### src/rtl/synAccPkg.sv
package synAccPkg;

  typedef enum logic [1:0] {
    ST_IDLE = 2'd0,
    ST_RUN  = 2'd1,
    ST_EMIT = 2'd2
  } coreState_t;

  // Strobes from control to datapath
  typedef struct packed {
    logic clearAcc;
    logic loadEvent;
    logic loadWeight;
  } ctlStrobe_t;

  function automatic int wBits(input int mode);
    return (mode == 1) ? 4 : 2;
  endfunction

  function automatic int xBits(input int mode);
    return (mode == 1) ? 4 : 1;
  endfunction

  function automatic int accBits(input int mode);
    return (mode == 1) ? 18 : 12;
  endfunction

  function automatic int idxBits(input int n);
    return (n > 1) ? $clog2(n) : 1;
  endfunction

endpackage

### src/rtl/synAccLane.sv
module synAccLane
  import synAccPkg::*;
#(
  parameter int MODE = 1,
  localparam int WB = wBits(MODE),
  localparam int XB = xBits(MODE),
  localparam int AB = accBits(MODE)
)(
  input  logic                 clk,
  input  logic                 rstN,
  input  logic                 clear,
  input  logic                 enable,
  input  logic [WB-1:0]        weight,
  input  logic [XB-1:0]        value,
  output logic signed [AB-1:0] acc
);

  logic signed [AB-1:0] addend;

  generate
    if (MODE == 1) begin : g_mul
      localparam int PB = WB + XB + 1;
      logic signed [PB-1:0] prod;
      always_comb begin
        prod   = $signed(weight) * $signed({1'b0, value});
        addend = {{(AB-PB){prod[PB-1]}}, prod};
      end
    end else begin : g_gate
      always_comb begin
        addend = value[0] ? {{(AB-WB){weight[WB-1]}}, weight} : '0;
      end

      AST_ZERO_INPUT_HOLD: assert property (@(posedge clk) disable iff (!rstN)
        (enable && !clear && !value[0]) |=> $stable(acc));
    end
  endgenerate

  always_ff @(posedge clk) begin
    if (!rstN) begin
      acc <= '0;
    end else if (clear) begin
      acc <= '0;
    end else if (enable) begin
      acc <= acc + addend;
    end
  end

  AST_CLEAR_ZERO: assert property (@(posedge clk) disable iff (!rstN)
    clear |=> (acc == '0));

  AST_QUIET_HOLD: assert property (@(posedge clk) disable iff (!rstN)
    (!enable && !clear) |=> $stable(acc));

endmodule

### src/rtl/synAccCtl.sv
module synAccCtl
  import synAccPkg::*;
#(
  parameter int NUM_NEURONS = 8,
  localparam int IW = idxBits(NUM_NEURONS)
)(
  input  logic          clk,
  input  logic          rstN,
  input  logic          stepStart,
  input  logic          wrEn,
  input  logic          evValid,
  input  logic          evEnd,
  input  logic          outReady,
  output logic          evReady,
  output logic          outValid,
  output logic [IW-1:0] outIdx,
  output ctlStrobe_t    strobes
);

  localparam logic [IW-1:0] LAST_IDX = IW'(NUM_NEURONS - 1);

  coreState_t state;

  always_ff @(posedge clk) begin
    if (!rstN) begin
      state  <= ST_IDLE;
      outIdx <= '0;
    end else begin
      case (state)
        ST_IDLE: begin
          if (stepStart) state <= ST_RUN;
        end
        ST_RUN: begin
          if (evValid && evEnd) begin
            state  <= ST_EMIT;
            outIdx <= '0;
          end
        end
        ST_EMIT: begin
          if (outReady) begin
            if (outIdx == LAST_IDX) state <= ST_IDLE;
            else outIdx <= outIdx + 1'b1;
          end
        end
        default: state <= ST_IDLE;
      endcase
    end
  end

  always_comb begin
    evReady            = (state == ST_RUN);
    outValid           = (state == ST_EMIT);
    strobes.clearAcc   = (state == ST_IDLE) && stepStart;
    strobes.loadEvent  = (state == ST_RUN) && evValid && !evEnd;
    strobes.loadWeight = (state == ST_IDLE) && wrEn;
  end

  AST_NO_INPUT_DURING_EMIT: assert property (@(posedge clk) disable iff (!rstN)
    !(evReady && outValid));

  AST_OUT_HOLD: assert property (@(posedge clk) disable iff (!rstN)
    (outValid && !outReady) |=> (outValid && $stable(outIdx)));

  AST_IDX_ASCEND: assert property (@(posedge clk) disable iff (!rstN)
    (outValid && outReady && outIdx != LAST_IDX) |=>
      (outValid && outIdx == IW'($past(outIdx) + 1'b1)));

  AST_EMIT_TO_IDLE: assert property (@(posedge clk) disable iff (!rstN)
    (outValid && outReady && outIdx == LAST_IDX) |=> (!outValid && !evReady));

  AST_MARKER_TO_EMIT: assert property (@(posedge clk) disable iff (!rstN)
    (evReady && evValid && evEnd) |=> (outValid && outIdx == '0));

endmodule

### src/rtl/synAccDatapath.sv
module synAccDatapath
  import synAccPkg::*;
#(
  parameter int MODE = 1,
  parameter int NUM_AXONS = 32,
  parameter int NUM_NEURONS = 8,
  localparam int WB = wBits(MODE),
  localparam int XB = xBits(MODE),
  localparam int AB = accBits(MODE),
  localparam int AW = idxBits(NUM_AXONS),
  localparam int IW = idxBits(NUM_NEURONS),
  localparam int ROWW = NUM_NEURONS * WB
)(
  input  logic                 clk,
  input  logic                 rstN,
  input  ctlStrobe_t           strobes,
  input  logic [AW-1:0]        wrAxon,
  input  logic [ROWW-1:0]      wrRow,
  input  logic [AW-1:0]        evAxon,
  input  logic [XB-1:0]        evValue,
  input  logic signed [AB-1:0] threshold,
  input  logic [IW-1:0]        outIdx,
  output logic [XB-1:0]        outValue
);

  logic [ROWW-1:0]      weightMem [NUM_AXONS];
  logic [ROWW-1:0]      rowReg;
  logic [XB-1:0]        xReg;
  logic                 pendValid;
  logic signed [AB-1:0] accVec [NUM_NEURONS];
  logic signed [AB-1:0] accSel;

  always_ff @(posedge clk) begin
    if (strobes.loadWeight) weightMem[wrAxon] <= wrRow;
  end

  // Stage 1: fetch the addressed row and hold the input value
  always_ff @(posedge clk) begin
    if (!rstN) begin
      pendValid <= 1'b0;
      rowReg    <= '0;
      xReg      <= '0;
    end else begin
      pendValid <= strobes.loadEvent;
      if (strobes.loadEvent) begin
        rowReg <= weightMem[evAxon];
        xReg   <= evValue;
      end
    end
  end

  // Stage 2: every neuron column updates in the same cycle
  generate
    for (genvar j = 0; j < NUM_NEURONS; j++) begin : g_lane
      synAccLane #(.MODE(MODE)) u_lane (
        .clk    (clk),
        .rstN   (rstN),
        .clear  (strobes.clearAcc),
        .enable (pendValid),
        .weight (rowReg[j*WB +: WB]),
        .value  (xReg),
        .acc    (accVec[j])
      );
    end
  endgenerate

  assign accSel = accVec[outIdx];

  generate
    if (MODE == 1) begin : g_sat
      logic unusedThr;
      assign unusedThr = ^threshold;
      always_comb begin
        if (accSel[AB-1])          outValue = '0;
        else if (|accSel[AB-2:XB]) outValue = '1;
        else                       outValue = accSel[XB-1:0];
      end
    end else begin : g_fire
      always_comb begin
        outValue = XB'(accSel >= threshold);
      end
    end
  endgenerate

  AST_WRITE_ONLY_QUIET: assert property (@(posedge clk) disable iff (!rstN)
    strobes.loadWeight |-> !pendValid);

  AST_CLEAR_NOT_MIXED: assert property (@(posedge clk) disable iff (!rstN)
    strobes.clearAcc |-> !pendValid);

endmodule

### src/rtl/synAccCore.sv
module synAccCore
  import synAccPkg::*;
#(
  parameter int MODE = 1,
  parameter int NUM_AXONS = 32,
  parameter int NUM_NEURONS = 8,
  localparam int WB = wBits(MODE),
  localparam int XB = xBits(MODE),
  localparam int AB = accBits(MODE),
  localparam int AW = idxBits(NUM_AXONS),
  localparam int IW = idxBits(NUM_NEURONS)
)(
  input  logic                        clk,
  input  logic                        rstN,
  input  logic                        stepStart,
  input  logic                        wrEn,
  input  logic [AW-1:0]               wrAxon,
  input  logic [NUM_NEURONS*WB-1:0]   wrRow,
  input  logic signed [AB-1:0]        threshold,
  input  logic                        evValid,
  output logic                        evReady,
  input  logic [AW-1:0]               evAxon,
  input  logic [XB-1:0]               evValue,
  input  logic                        evEnd,
  output logic                        outValid,
  input  logic                        outReady,
  output logic [IW-1:0]               outNeuron,
  output logic [XB-1:0]               outValue
);

  ctlStrobe_t strobes;

  synAccCtl #(.NUM_NEURONS(NUM_NEURONS)) u_ctl (
    .clk       (clk),
    .rstN      (rstN),
    .stepStart (stepStart),
    .wrEn      (wrEn),
    .evValid   (evValid),
    .evEnd     (evEnd),
    .outReady  (outReady),
    .evReady   (evReady),
    .outValid  (outValid),
    .outIdx    (outNeuron),
    .strobes   (strobes)
  );

  synAccDatapath #(
    .MODE        (MODE),
    .NUM_AXONS   (NUM_AXONS),
    .NUM_NEURONS (NUM_NEURONS)
  ) u_dp (
    .clk       (clk),
    .rstN      (rstN),
    .strobes   (strobes),
    .wrAxon    (wrAxon),
    .wrRow     (wrRow),
    .evAxon    (evAxon),
    .evValue   (evValue),
    .threshold (threshold),
    .outIdx    (outNeuron),
    .outValue  (outValue)
  );

endmodule

### config.mk
export PLATFORM = sky130hd
export DESIGN_NAME = synAccCore
export DESIGN_NICKNAME = d
export VERILOG_FILES = /design/src/rtl/synAccPkg.sv /design/src/rtl/synAccLane.sv /design/src/rtl/synAccCtl.sv /design/src/rtl/synAccDatapath.sv /design/src/rtl/synAccCore.sv
export SDC_FILE = /design/constraint.sdc
export NUM_CORES = 2
export LEC_CHECK = 0
export BUFFER_PORTS_ARGS = -buffer_cell sky130_fd_sc_hd__buf_4
export CAP_MARGIN = 20
export CELL_PAD_IN_SITES_DETAIL_PLACEMENT = 0
export CELL_PAD_IN_SITES_GLOBAL_PLACEMENT = 2
export CORE_MARGIN = 1.5
export CORE_UTILIZATION = 45
export CTS_BUF_LIST = sky130_fd_sc_hd__clkbuf_4
export CTS_CLUSTER_DIAMETER = 40
export CTS_CLUSTER_SIZE = 12
export DETAILED_ROUTE_END_ITERATION = 16
export PLACE_DENSITY_LB_ADDON = 0.1
export RECOVER_POWER = 50
export SYNTH_ARGS = -nofsm -noshare
export SYNTH_HDL_FRONTEND = slang
export SYNTH_HIERARCHICAL = 1
export SYNTH_SLANG_ARGS = --single-unit
### constraint.sdc
create_clock -name clk -period 7.3 [get_ports clk]
set_clock_uncertainty 0.15 [all_clocks]
set_input_delay 1.095 -clock clk [delete_from_list [all_inputs] [get_ports clk]]
set_output_delay 1.095 -clock clk [all_outputs]
set_load 0.05 [all_outputs]
==> metrics.csv <==
metric,value,unit
startpoint_type,register,
place_congestion,0.8067,
leakagePower,22.77,nW
synth_xor_area_share,1.213,%
synthToLayoutAreaGrowth,9.429,%
synth.net_count,4331,
ys_warn_count,6,
final_critical_path_setup_slack,1.523,ns
post-route-drc-count,0,
ios,80,
slew_viol_final,97,
endpoint_kind,register,
die_width,361.2,um
synth.avg_cell_area,15.16,um^2
seq_power_share,57.3,%
synth_top_family_by_area,multiplexers,
slew_headroom,-107.9,%
cts_made_buffers,175,
worst-r2r-cell-count,4,
crit_fanout,32,
fillers,10891,
clock_path_buffers,3,
final_cell_area,63190,um^2
slowest_delay,2.21,ns
nNetsFinal,4502,
design.die.area,130500,um^2
synthFlopType,edfxtp_1,
rows,131,
firstDrtPassIters,5,
critPathRequiredTime,7.80,ns
cp.buffers_inverters,1,
p_switching,3.099,mW
finalPower,13.19,mW
place_area,60270,um^2
portBuffers,61,
antenna_left,0,
clock-sinks,1210,
wl_per_cell,24.97,um
grt_max_degree,97,
fmax,173.1,MHz
clock_tree.root_cell,clkbuf_4,
antenna_found_initial,11,
post-route-util,49.56,%
drv_cap,5,
fin_crit_sh,79.14,%
hold_path_class,in -> reg,
vias_per_cell,5.785,
worst_slew_pin_slew,3.118,ns
crit_family,simple AND/OR/NAND/NOR gates,
drtIter0Drc,2395,
grt_remaining_overflow,0,
status,finished with violations,
synthArstFlopShare,0,%
num_vias,33518,
cp.arrival,6.28,ns
grt_usage,22.44,%
finalSetupViolCount,0,
die_h,361.2,um
grt_pass1_vias,34527,
synth-edff-count,1024,
p_int,10.09,mW
synth_compound_area_share,6.615,%
ir_worst_vdd,0.1693,mV
violations,"max-capacitance violations, max-slew violations",
cp.depth,4,
power.share.clock,37.3,%
start_util,45.29,%
p_per_area,208.7,nW/um^2
postSynthCellCount,3810,
cts_tree,done,
crit_type,reg -> reg,
synth_seq_cells,1210,
yosys.area_share.simple,7.200,%
synth_seq_area_share,59.70,%
clk_pin_slew,0.07,ns
dpl.hpwl,89840,um
rsz0062_at_grt,false,
grt_pass1_wl,217300,um
insertion_delay,1.21,ns
synthAdderAreaFrac,10.89,%
synth_cell_type_count,58,
hold_viol,0,
holdPathStages,4,
cts_max_level,4,
fin_crit,5.777,ns
power_frac_comb,5.4,%
synthMuxAreaShare,11.80,%
switching_share,23.50,%
path_cells,nor3b_1 -> or3b_1 -> nor2_4 -> clkbuf_1,
place_ws,2.208,ns
cpMaxStageDelayCell,clkbuf_1,
drive_gt1_share,18.35,%
finalWirelength,144700,um
synth_area,57750,um^2
tns,0,ns
coreArea,127500,um^2
-- state kept, by name, indices dropped and copies added (netlist names) --
name / cells
u_dp/g_lane.u_lane/acc: 144
u_dp/xReg: 4
u_ctl/outIdx: 3
u_dp/rowReg: 32
u_ctl/state: 2
u_dp/pendValid: 1
u_dp/weightMem: 1024
-- worst register-to-register path, cell delays in order, from the launching register on --
cell	delay (ns)
dfxtp_1	0.34
nor3b_1	1.69
or3b_1	0.73
nor2_4	0.15
clkbuf_1	2.21
-- power by group through the flow --
stage	combinational [mW]	clock, mW	sequential [mW]
floorplan	0.445	0	7.70
global placement	0.705	0	7.71
detailed placement	0.724	0	7.71
CTS	0.733	5.09	7.55
global route	0.777	5.35	7.56
finish	0.712	4.92	7.56
-- per-layer routing --
metal | wire, um | GRT usage, %
met1 | 62420 | 30.78
met4 | 2934 | 5.700
met5 | 32 | 0
met2 | 70500 | 37.33
met3 | 8776 | 3.616
-- cells in the mapped netlist, drive strengths merged, types with 12 or more instances --
| library cell | instances | area (um^2) |
|---|---|---|
| a211oi | 17 | 167.7 |
| a21o | 48 | 360.4 |
| a21oi | 98 | 520.5 |
| a22o | 26 | 227.7 |
| a31oi | 36 | 345.3 |
| and2 | 81 | 506.7 |
| and3 | 16 | 100.1 |
| buf | 91 | 566.8 |
| clkbuf | 60 | 226.5 |
| dfxtp | 186 | 3724 |
| edfxtp | 1024 | 30750 |
| fa | 88 | 1762 |
| ha | 362 | 4529 |
| inv | 186 | 698.2 |
| mux2i | 80 | 800.8 |
| mux4 | 267 | 6013 |
| nand2 | 177 | 684.4 |
| nand2b | 35 | 219.0 |
| nand3 | 89 | 445.4 |
| nand3b | 12 | 90.09 |
| nand4 | 30 | 187.7 |
| nor2 | 261 | 979.7 |
| nor2b | 24 | 150.1 |
| nor3 | 61 | 305.3 |
| nor4 | 35 | 219.0 |
| nor4b | 12 | 105.1 |
| o211ai | 40 | 300.3 |
| o21ai | 107 | 535.5 |
| o22ai | 94 | 588.1 |
| o31ai | 24 | 370.4 |
| xnor2 | 48 | 420.4 |
| xor2 | 32 | 280.3 |
-- what timing repair did --
item / 4_1_cts / 5_1_grt
buffers inserted: 0 / 0
hold buffers: 16 / 0
resized for setup: 0 / 0
endpoints found under the hold margin: 129 / 0
-- logic make-up after synthesis --
kind of cell | after synthesis
flops | 1210
simple gates | 853
compound gates | 533
fa+ha+maj | 450
mux | 347
buf+inv | 337
xor+xnor | 80
-- area by class of cell --
| cell class | count | area [um^2] | area share [%] |
|---|---|---|---|
| Tap cell | 1662 | 2079 | 3.291 |
| Sequential cell | 1210 | 34480 | 54.56 |
| Clock inverter | 115 | 1323 | 2.093 |
| Clock buffer | 202 | 1516 | 2.400 |
| Multi-Input combinational cell | 2263 | 21990 | 34.80 |
| Inverter | 186 | 698.2 | 1.105 |
| Antenna cell | 11 | 27.53 | 0.04356 |
| Timing Repair Buffer | 145 | 1081 | 1.711 |
-- final timing paths --
kind	slack (ns)	end	startpoint
worst min register to register	0.32	u_dp/g_lane[1].u_lane/acc[17]	u_dp/g_lane[1].u_lane/acc[17]
worst max-delay path	1.52	u_dp/weightMem[16][19]	u_ctl/state[1]
worst max register to register	1.52	u_dp/weightMem[16][19]	u_ctl/state[1]
worst min-delay path	0.19	u_ctl/state[0]	evValid
-- stage by stage --
stage / instances / hold slack, ns
global placement: 5441 / 0.3046
floorplan: 3810 / 0.2894
finish: 5794 / 0.1942
CTS: 5776 / 0.001737
detailed placement: 5443 / 0.3056
global route: 5790 / 0.09975
-- cell usage in the layout (no fill, tap or decap), drive strengths merged, types with 11 or more instances in the layout --
| master | n |
|---|---|
| ha | 362 |
| diode | 11 |
| nand2 | 177 |
| xnor2 | 48 |
| nand3b | 12 |
| clkinv | 56 |
| o211ai | 40 |
| inv | 209 |
| o21ai | 107 |
| mux2i | 80 |
| and2 | 81 |
| o22ai | 94 |
| buf | 93 |
| nor2 | 261 |
| a21o | 48 |
| clkbuf | 238 |
| a31oi | 36 |
| nor4 | 35 |
| fa | 88 |
| a21oi | 98 |
| nor3 | 61 |
| edfxtp | 1024 |
| clkinvlp | 11 |
| bufinv | 25 |
| nand3 | 89 |
| xor2 | 32 |
| nand2b | 35 |
| nor4b | 12 |
| o31ai | 24 |
| mux4 | 267 |
| dfxtp | 186 |
| a211oi | 17 |
| dlygate4sd3 | 16 |
| and3 | 16 |
| nor2b | 24 |
| nand4 | 30 |
| a22o | 26 |
No activity file was read; power rests on OpenSTA's default activity.
